### config.mk
export PLATFORM = sky130hd
export DESIGN_NAME = stop_wake_ctrl
export DESIGN_NICKNAME = d
export VERILOG_FILES = /design/src/rtl/stop_wake_ctrl.sv
export SDC_FILE = /design/constraint.sdc
export NUM_CORES = 1
export LEC_CHECK = 0
export BUFFER_PORTS_ARGS = -buffer_cell sky130_fd_sc_hd__buf_2
export CORE_ASPECT_RATIO = 0.9
export CORE_MARGIN = 2
export CORE_UTILIZATION = 52
export CTS_CLUSTER_SIZE = 28
export DETAILED_ROUTE_END_ITERATION = 10
export PLACE_DENSITY = 0.77
export SLEW_MARGIN = 5
export SYNTH_ARGS = -nofsm -noshare
export SYNTH_HDL_FRONTEND = slang
export SYNTH_SLANG_ARGS = --single-unit
### constraint.sdc
create_clock -name clk -period 2.9 [get_ports clk]
set_input_delay 0.29 -clock clk [delete_from_list [all_inputs] [get_ports clk]]
set_output_delay 0.29 -clock clk [all_outputs]
set_load 0.005 [all_outputs]
### src/rtl/stop_wake_ctrl.sv
module stop_wake_ctrl #(
  parameter int CNT_W = 8
) (
  input  logic             clk,
  input  logic             rst_n,
  input  logic             stop_set,
  input  logic             key_pin,
  input  logic             key_hi,
  input  logic [1:0]       vd_ok,
  input  logic [1:0]       vd_rst_mode,
  input  logic [1:0]       vd_sel,
  input  logic [CNT_W-1:0] warm_cnt,
  input  logic             osc_tick,
  output logic             osc_en,
  output logic             cpu_stall,
  output logic             sys_rst_req,
  output logic             div_clr,
  output logic             wake_done,
  output logic             stop_req
);

  typedef enum logic [1:0] {RUN, STOP, WARMUP, RESET_HOLD} st_t;

  st_t             state;
  logic [CNT_W-1:0] cnt;
  logic            fresh;
  logic            key_f1, key_s;
  logic [1:0]      vd_f1, vd_s, vd_q;

  always_ff @(posedge clk or negedge rst_n) begin
    if (!rst_n) begin
      key_f1 <= 1'b0;
      key_s  <= 1'b0;
      vd_f1  <= '0;
      vd_s   <= '0;
      vd_q   <= '0;
    end else begin
      key_f1 <= key_pin;
      key_s  <= key_f1;
      vd_f1  <= vd_ok;
      vd_s   <= vd_f1;
      vd_q   <= vd_s;
    end
  end

  logic vd_en, idx, det_lvl, det_prev, rmode;
  logic rst_wake, int_wake, key_wake;

  assign vd_en    = vd_sel[0] ^ vd_sel[1];
  assign idx      = vd_sel[1];
  assign det_lvl  = vd_s[idx];
  assign det_prev = vd_q[idx];
  assign rmode    = vd_rst_mode[idx];
  assign rst_wake = vd_en & rmode & ~det_lvl;
  assign int_wake = vd_en & ~rmode & det_lvl & ~det_prev & ~fresh;
  assign key_wake = (key_s == key_hi);

  always_ff @(posedge clk or negedge rst_n) begin
    if (!rst_n) begin
      state     <= RUN;
      cnt       <= '0;
      fresh     <= 1'b0;
      div_clr   <= 1'b0;
      wake_done <= 1'b0;
      stop_req  <= 1'b0;
    end else begin
      div_clr <= 1'b0;
      fresh   <= 1'b0;
      case (state)
        RUN: if (stop_set) begin
          state     <= STOP;
          stop_req  <= 1'b1;
          fresh     <= 1'b1;
          wake_done <= 1'b0;
        end
        STOP: if (rst_wake) begin
          state    <= RESET_HOLD;
          stop_req <= 1'b0;
        end else if (key_wake || int_wake) begin
          state    <= WARMUP;
          cnt      <= warm_cnt;
          stop_req <= 1'b0;
        end
        RESET_HOLD: if (!rst_wake) begin
          state <= WARMUP;
          cnt   <= warm_cnt;
        end
        WARMUP: if (osc_tick) begin
          if (cnt <= 1) begin
            state     <= RUN;
            cnt       <= '0;
            div_clr   <= 1'b1;
            wake_done <= 1'b1;
          end else begin
            cnt <= cnt - 1'b1;
          end
        end
        default: state <= RUN;
      endcase
    end
  end

  assign osc_en      = (state == RUN) || (state == WARMUP);
  assign cpu_stall   = (state != RUN);
  assign sys_rst_req = (state == RESET_HOLD);

endmodule

## Word level (Yosys, flattened, before mapping)

Cells that the tools add are included.

- Equality and inequality tests: 11
- Reduce and logical (&&, ||, !) cells: 11
- $lt $le $gt $ge: 2
- Muxes and demuxes: 32
- Bitwise gates (word level): 11
- Add/subtract/negate cells: 1

Operators by type and width:

| kind | count |
|---|---|
| 8-bit 2-to-1 mux | 5 |
| 8-bit case mux with 3 select lines | 1 |
| 1-bit 2-to-1 mux | 17 |
| 2-bit 2-to-1 mux | 6 |
| 2-bit inequality test, second input constant | 6 |
| 5-bit AND reduction | 2 |
| 8-bit by 1-bit less-or-equal comparator with 1-bit output, second input constant | 1 |
| 2-bit case mux with 4 select lines | 1 |
| 8-bit by 1-bit subtractor with 8-bit output, second input constant | 1 |
| 1-bit bitwise AND | 6 |
| 2-bit nonzero test | 3 |
| 2-bit == test, second input constant | 2 |
| 1-bit inverter | 4 |
| 1-bit case mux with 2 select lines | 2 |
| 4-bit AND reduction | 1 |
| 3-bit inequality test, second input constant | 1 |
| 3-bit AND reduction | 1 |
| 3-bit nonzero test | 1 |
| 2-bit by 1-bit == test with 1-bit output, second input constant | 1 |
| 2-bit logical NOT | 1 |
| 1-bit logical OR | 2 |
| 1-bit by 2-bit less-than comparator with 1-bit output, second input constant | 1 |
| 1-bit == test | 1 |
| 1-bit XOR | 1 |

- Input port bits: 20
- Output and inout bits: 6
- Flip-flop bits (word level): 22
- Logic and storage cells: 79

## Logic depth before layout (Yosys ltp)

- Depth in word-level cells: 11
- Mapped depth: 6
- Mapped depth without buffers: 6

## Worst setup path after synthesis

OpenSTA, ideal clock, no wires.

- Path type: register to register
- From: register cnt[0]
- To: register cnt[6]
- Library setup time: 0.126 ns
- Data arrival time: 1.893 ns
- Clock period less this slack: 2.019 ns
- Path slack: 0.881 ns
- Required time: 2.774 ns
- Stages on the path, launching flop included: 7
- Path buffers: 0
- Path through: dfrtp_1 > inv_1 > ha_1 > or3b_2 > o311a_1 > a31o_2 > a221o_1

- Cells in the longest elaborated chain, start to end: 4
- Elaborated cells between the ends (all ways): 5
- Classes of those cells: 1 x add/sub; 1 x order compare; 3 x mux

Ends and longest elaborated chain:

| element | line | RTL |
|---|---|---|
| start, declared | 25 | `logic [CNT_W-1:0] cnt;` |
| start signal, assigned | 81 | `cnt <= warm_cnt;` |
| start signal, assigned | 86 | `cnt <= warm_cnt;` |
| start signal, assigned | 95 | `cnt <= cnt - 1'b1;` |
| 8-bit by 1-bit subtractor with 8-bit output or 8-bit by 1-bit less-or-equal comparator with 1-bit output (tied branches) | 95, 89 |  |
| 8-bit 2-to-1 mux (*) | 89 | `if (cnt <= 1) begin` |
| 8-bit 2-to-1 mux (*) | 88 | `WARMUP: if (osc_tick) begin` |
| 8-bit case mux with 3 select lines (*) | 69 | `case (state)` |

Mark *: on every way between the ends. The rest lies on a longest branch, timed or not. The select of a mux whose other input is x is not followed.
A chain may end at the register's enable or synchronous reset.

## Worst setup path in the final report

Same ends and word-level chain as after synthesis.

==> summary.md <==
| Metric | Value |
|---|---|
| Fill count | `174` |
| Share of power burned in registers | `roughly two fifths` |
| IO Count | `26` |
| Detailed-route via count | `1016` |
| Final wirelength | `2.484 mm` |
| MaxCap Viol Count | `0` |
| Synth Net Count | `135` |
| Clock share of power | `20.5%` |
| Final hold slack | `76.25 ps` |
| Syn avg cell area | `10.41 µm²` |
| CTS resizes | `0` |
| Vias per inst | `6.048` |
| ANT cells | `0` |
| Nets | `164` |
| GPL Wtd Cong | `~0.85` |
| Full die area | `2659 µm²` |
| RSZ-0062 raised after global routing | `false` |
| Mapped Cells | `113` |
| Number of global-route vias before repair | `979` |
| Routed length per instance | `14.79 µm` |
| Initial antenna violation count | `0` |
| Top-count cell post-synth | `dfrtp_1` |
| CTS hold repair buffers | `1` |
| CP Data Required Time | `3100 ps` |
| Post-synth EDFFs | `0` |
| Grt ovf | `0` |
| Share of cells above drive strength 1 | `26.95%` |
| Final Slew Violations | `0` |
| CTS Sinks | `22` |
| Setup WS post-layout | `703.4 ps` |
| Register area share after synthesis | `46.81%` |
| PwrDens | `813.9 nW/µm²` |
| Status | `finished, final reports clean` |
| GRT Resource Usage Total | `21.39%` |
| Cell Int Power | `0.0007189 W` |
| Clock Skews | `between 5 and 6 ps` |
| Post-route ant nets | `0` |
| Worst Tran Pin Value | `650.3 ps` |
| Static Leak | `0.6407 nW` |
| DRC violation count after routing | `0` |
| Min Clock Period, post-route | `between 2000 and 2500 ps` |
| Root buffer selected by CTS | `clkbuf_4` |
| Post-CTS setup buffer count | `0` |
| Htree depth | `1` |
| Die X | `roughly 54 µm` |
| PortBufs | `25` |
| CTS tree | `done` |
| Slew margin rel. | `56.25%` |
| Largest net degree at the start of global routing | `23` |
| Critical Setup Path Class | `flip-flop to flip-flop` |
| Predominant post-synthesis flop cell | `dfrtp_1` |
| Commonest cells in the netlist | `dfrtp_1, inv_1, nor2_1, nand2_1, and2_1` |
| Crit path max fanout | `5` |
| 1st-pass router iterations | `4` |
| Final period util | `75.75%` |
| YS warnings | `0` |
| Synth-to-layout area growth | `17.55%` |
| Switching power total | `0.0004064 W` |
| Setup_tns | `0 ps` |
| Clock tree buffer depth | `2` |
| Async SR Flop Fraction | `100.0%` |
| Fraction of post-synthesis cell area in the top cell type by area | `between 40% and 50%` |
| Die height | `49.12 µm` |
| Final hold vios | `0` |
| DR iter-0 viols | `29` |
| Tightest Hold Check Type | `input port to flip-flop` |
| Seq cells post-synth | `22` |
| Sw Ratio | `36.11%` |
| Number of distinct library cells after synthesis | `49` |
| Crit end category | `flip-flop` |
| Netlist Area Pre-Place | `roughly 1200 µm²` |
| Row count | `16` |
| Worst-Skew Late Latency | `310 ps` |
| VDD IR max | `0.4705 mV` |
| Pre-CTS setup slack | `758.3 ps` |
| Wire length of the first global-routing pass | `4.271 mm` |
| CP Data Arrival Time | `2400 ps` |
| Yosys top cell by area | `dfrtp_1` |
| Dpl hpwl | `1.874 mm` |
| F_max | `455.2 MHz` |
| CTS buffer count | `3` |
| Core area | `2162 µm²` |
| CP Launch Type | `flip-flop` |
| Final setup viols | `0` |
| Area contributors post-synth | `dfrtp_1, inv_1, nor2_1` |
| Clock-pin slew of the registers on the worst-case setup and hold paths | `120 ps` |
| Initial core utilization | `54.40%` |
| Comb pwr share | `37.8%` |
[metal layers]
layer / GRT usage, % / part of all wire [%] / vias to the layer above
met1: 28.09 / 46 / 494
met3: 4.601 / 4.5 / 4
met5: 0 / 0 / -
li1: - / - / 487
met2: 35.34 / 49 / 31
met4: 5.000 / 0.89 / 0
[stage by stage]
| step | utilization (%) | power, W | std cells | cell area (µm²) |
|---|---|---|---|---|
| CTS | 63.95 | 0.001123 | 168 | 1383 |
| detailed placement | 61.05 | 0.0008913 | 163 | 1320 |
| finish | 63.95 | 0.001125 | 168 | 1383 |
| global placement | 61.05 | 0.0008760 | 163 | 1320 |
| global route | 63.95 | 0.001210 | 168 | 1383 |
| floorplan | - | 0.0007881 | 113 | 1176 |
[cell type report]
class	instances	area [µm²]	area share (%)
clock buffers	3	22.52	1.629
clock inverters	1	30.03	2.172
inverters	10	37.54	2.715
multi-input cells	79	573.1	41.45
flip-flops and latches	22	550.5	39.82
well taps	27	33.78	2.443
repair buffers	26	135.1	9.774
[kinds of logic (layout without fill, tap and decap cells)]
kind of cell               count (synthesis)  after routing  share of synthesized area [%]
and+or+nand+nor                           41             41                          20.85
AOI/OAI and AO/OA                         32             32                          22.23
DFF                                       22             22                          46.81
buffers and inverters                     12             40                          4.467
muxes                                      3              3                          2.766
adders and majority gates                  2              2                          2.127
xor gates and xnor gates                   1              1                         0.7448
[flip-flops by register name, indices dropped and copies added, names as in the netlist]
register and count:
vd_f1 2, vd_s 2, key_s 1, stop_req 1
state 2, vd_q 2, key_f1 1, fresh 1
wake_done 1, div_clr 1, cnt 8
[critical path, stage by stage, from the launching register on]
cell     delay (ps)
dfrtp_1         430
inv_1           120
ha_1            260
or3b_2          510
o311a_1         300
a31o_2          220
a221o_1         260
[cells in the final DEF (no fill, tap or decap), types with 3 or more instances in the layout]
cell / n
nand2_1: 5
a21oi_1: 3
clkbuf_4: 3
buf_2: 25
nor3_1: 3
dfrtp_1: 22
and2_1: 4
inv_1: 9
nor2_1: 7
nand3_1: 3
o22ai_1: 3
a22oi_1: 3
[worst paths after layout]
kind / startpoint / to / slack (ps) / cells after the start
min: vd_ok[1] / vd_f1[1] / 80 / 1
min in group asynchronous: rst_n / vd_q[1] / 450 / 2
max: cnt[0] / cnt[6] / 700 / 6
min reg2reg: vd_f1[0] / vd_s[0] / 360 / 0
max reg2reg: cnt[0] / cnt[6] / 700 / 6
max in group asynchronous: rst_n / state[1] / 2130 / 2
[power groups by stage]
stage	registers, W	logic [W]	clock network [W]
after floorplan	0.000444	0.000344	0
after global placement	0.000470	0.000406	0
after detailed placement	0.000471	0.000420	0
after CTS	0.000466	0.000425	0.000232
after global routing	0.000482	0.000478	0.000250
final	0.000469	0.000425	0.000231
Note: power is estimated with default switching activity, not from simulation.
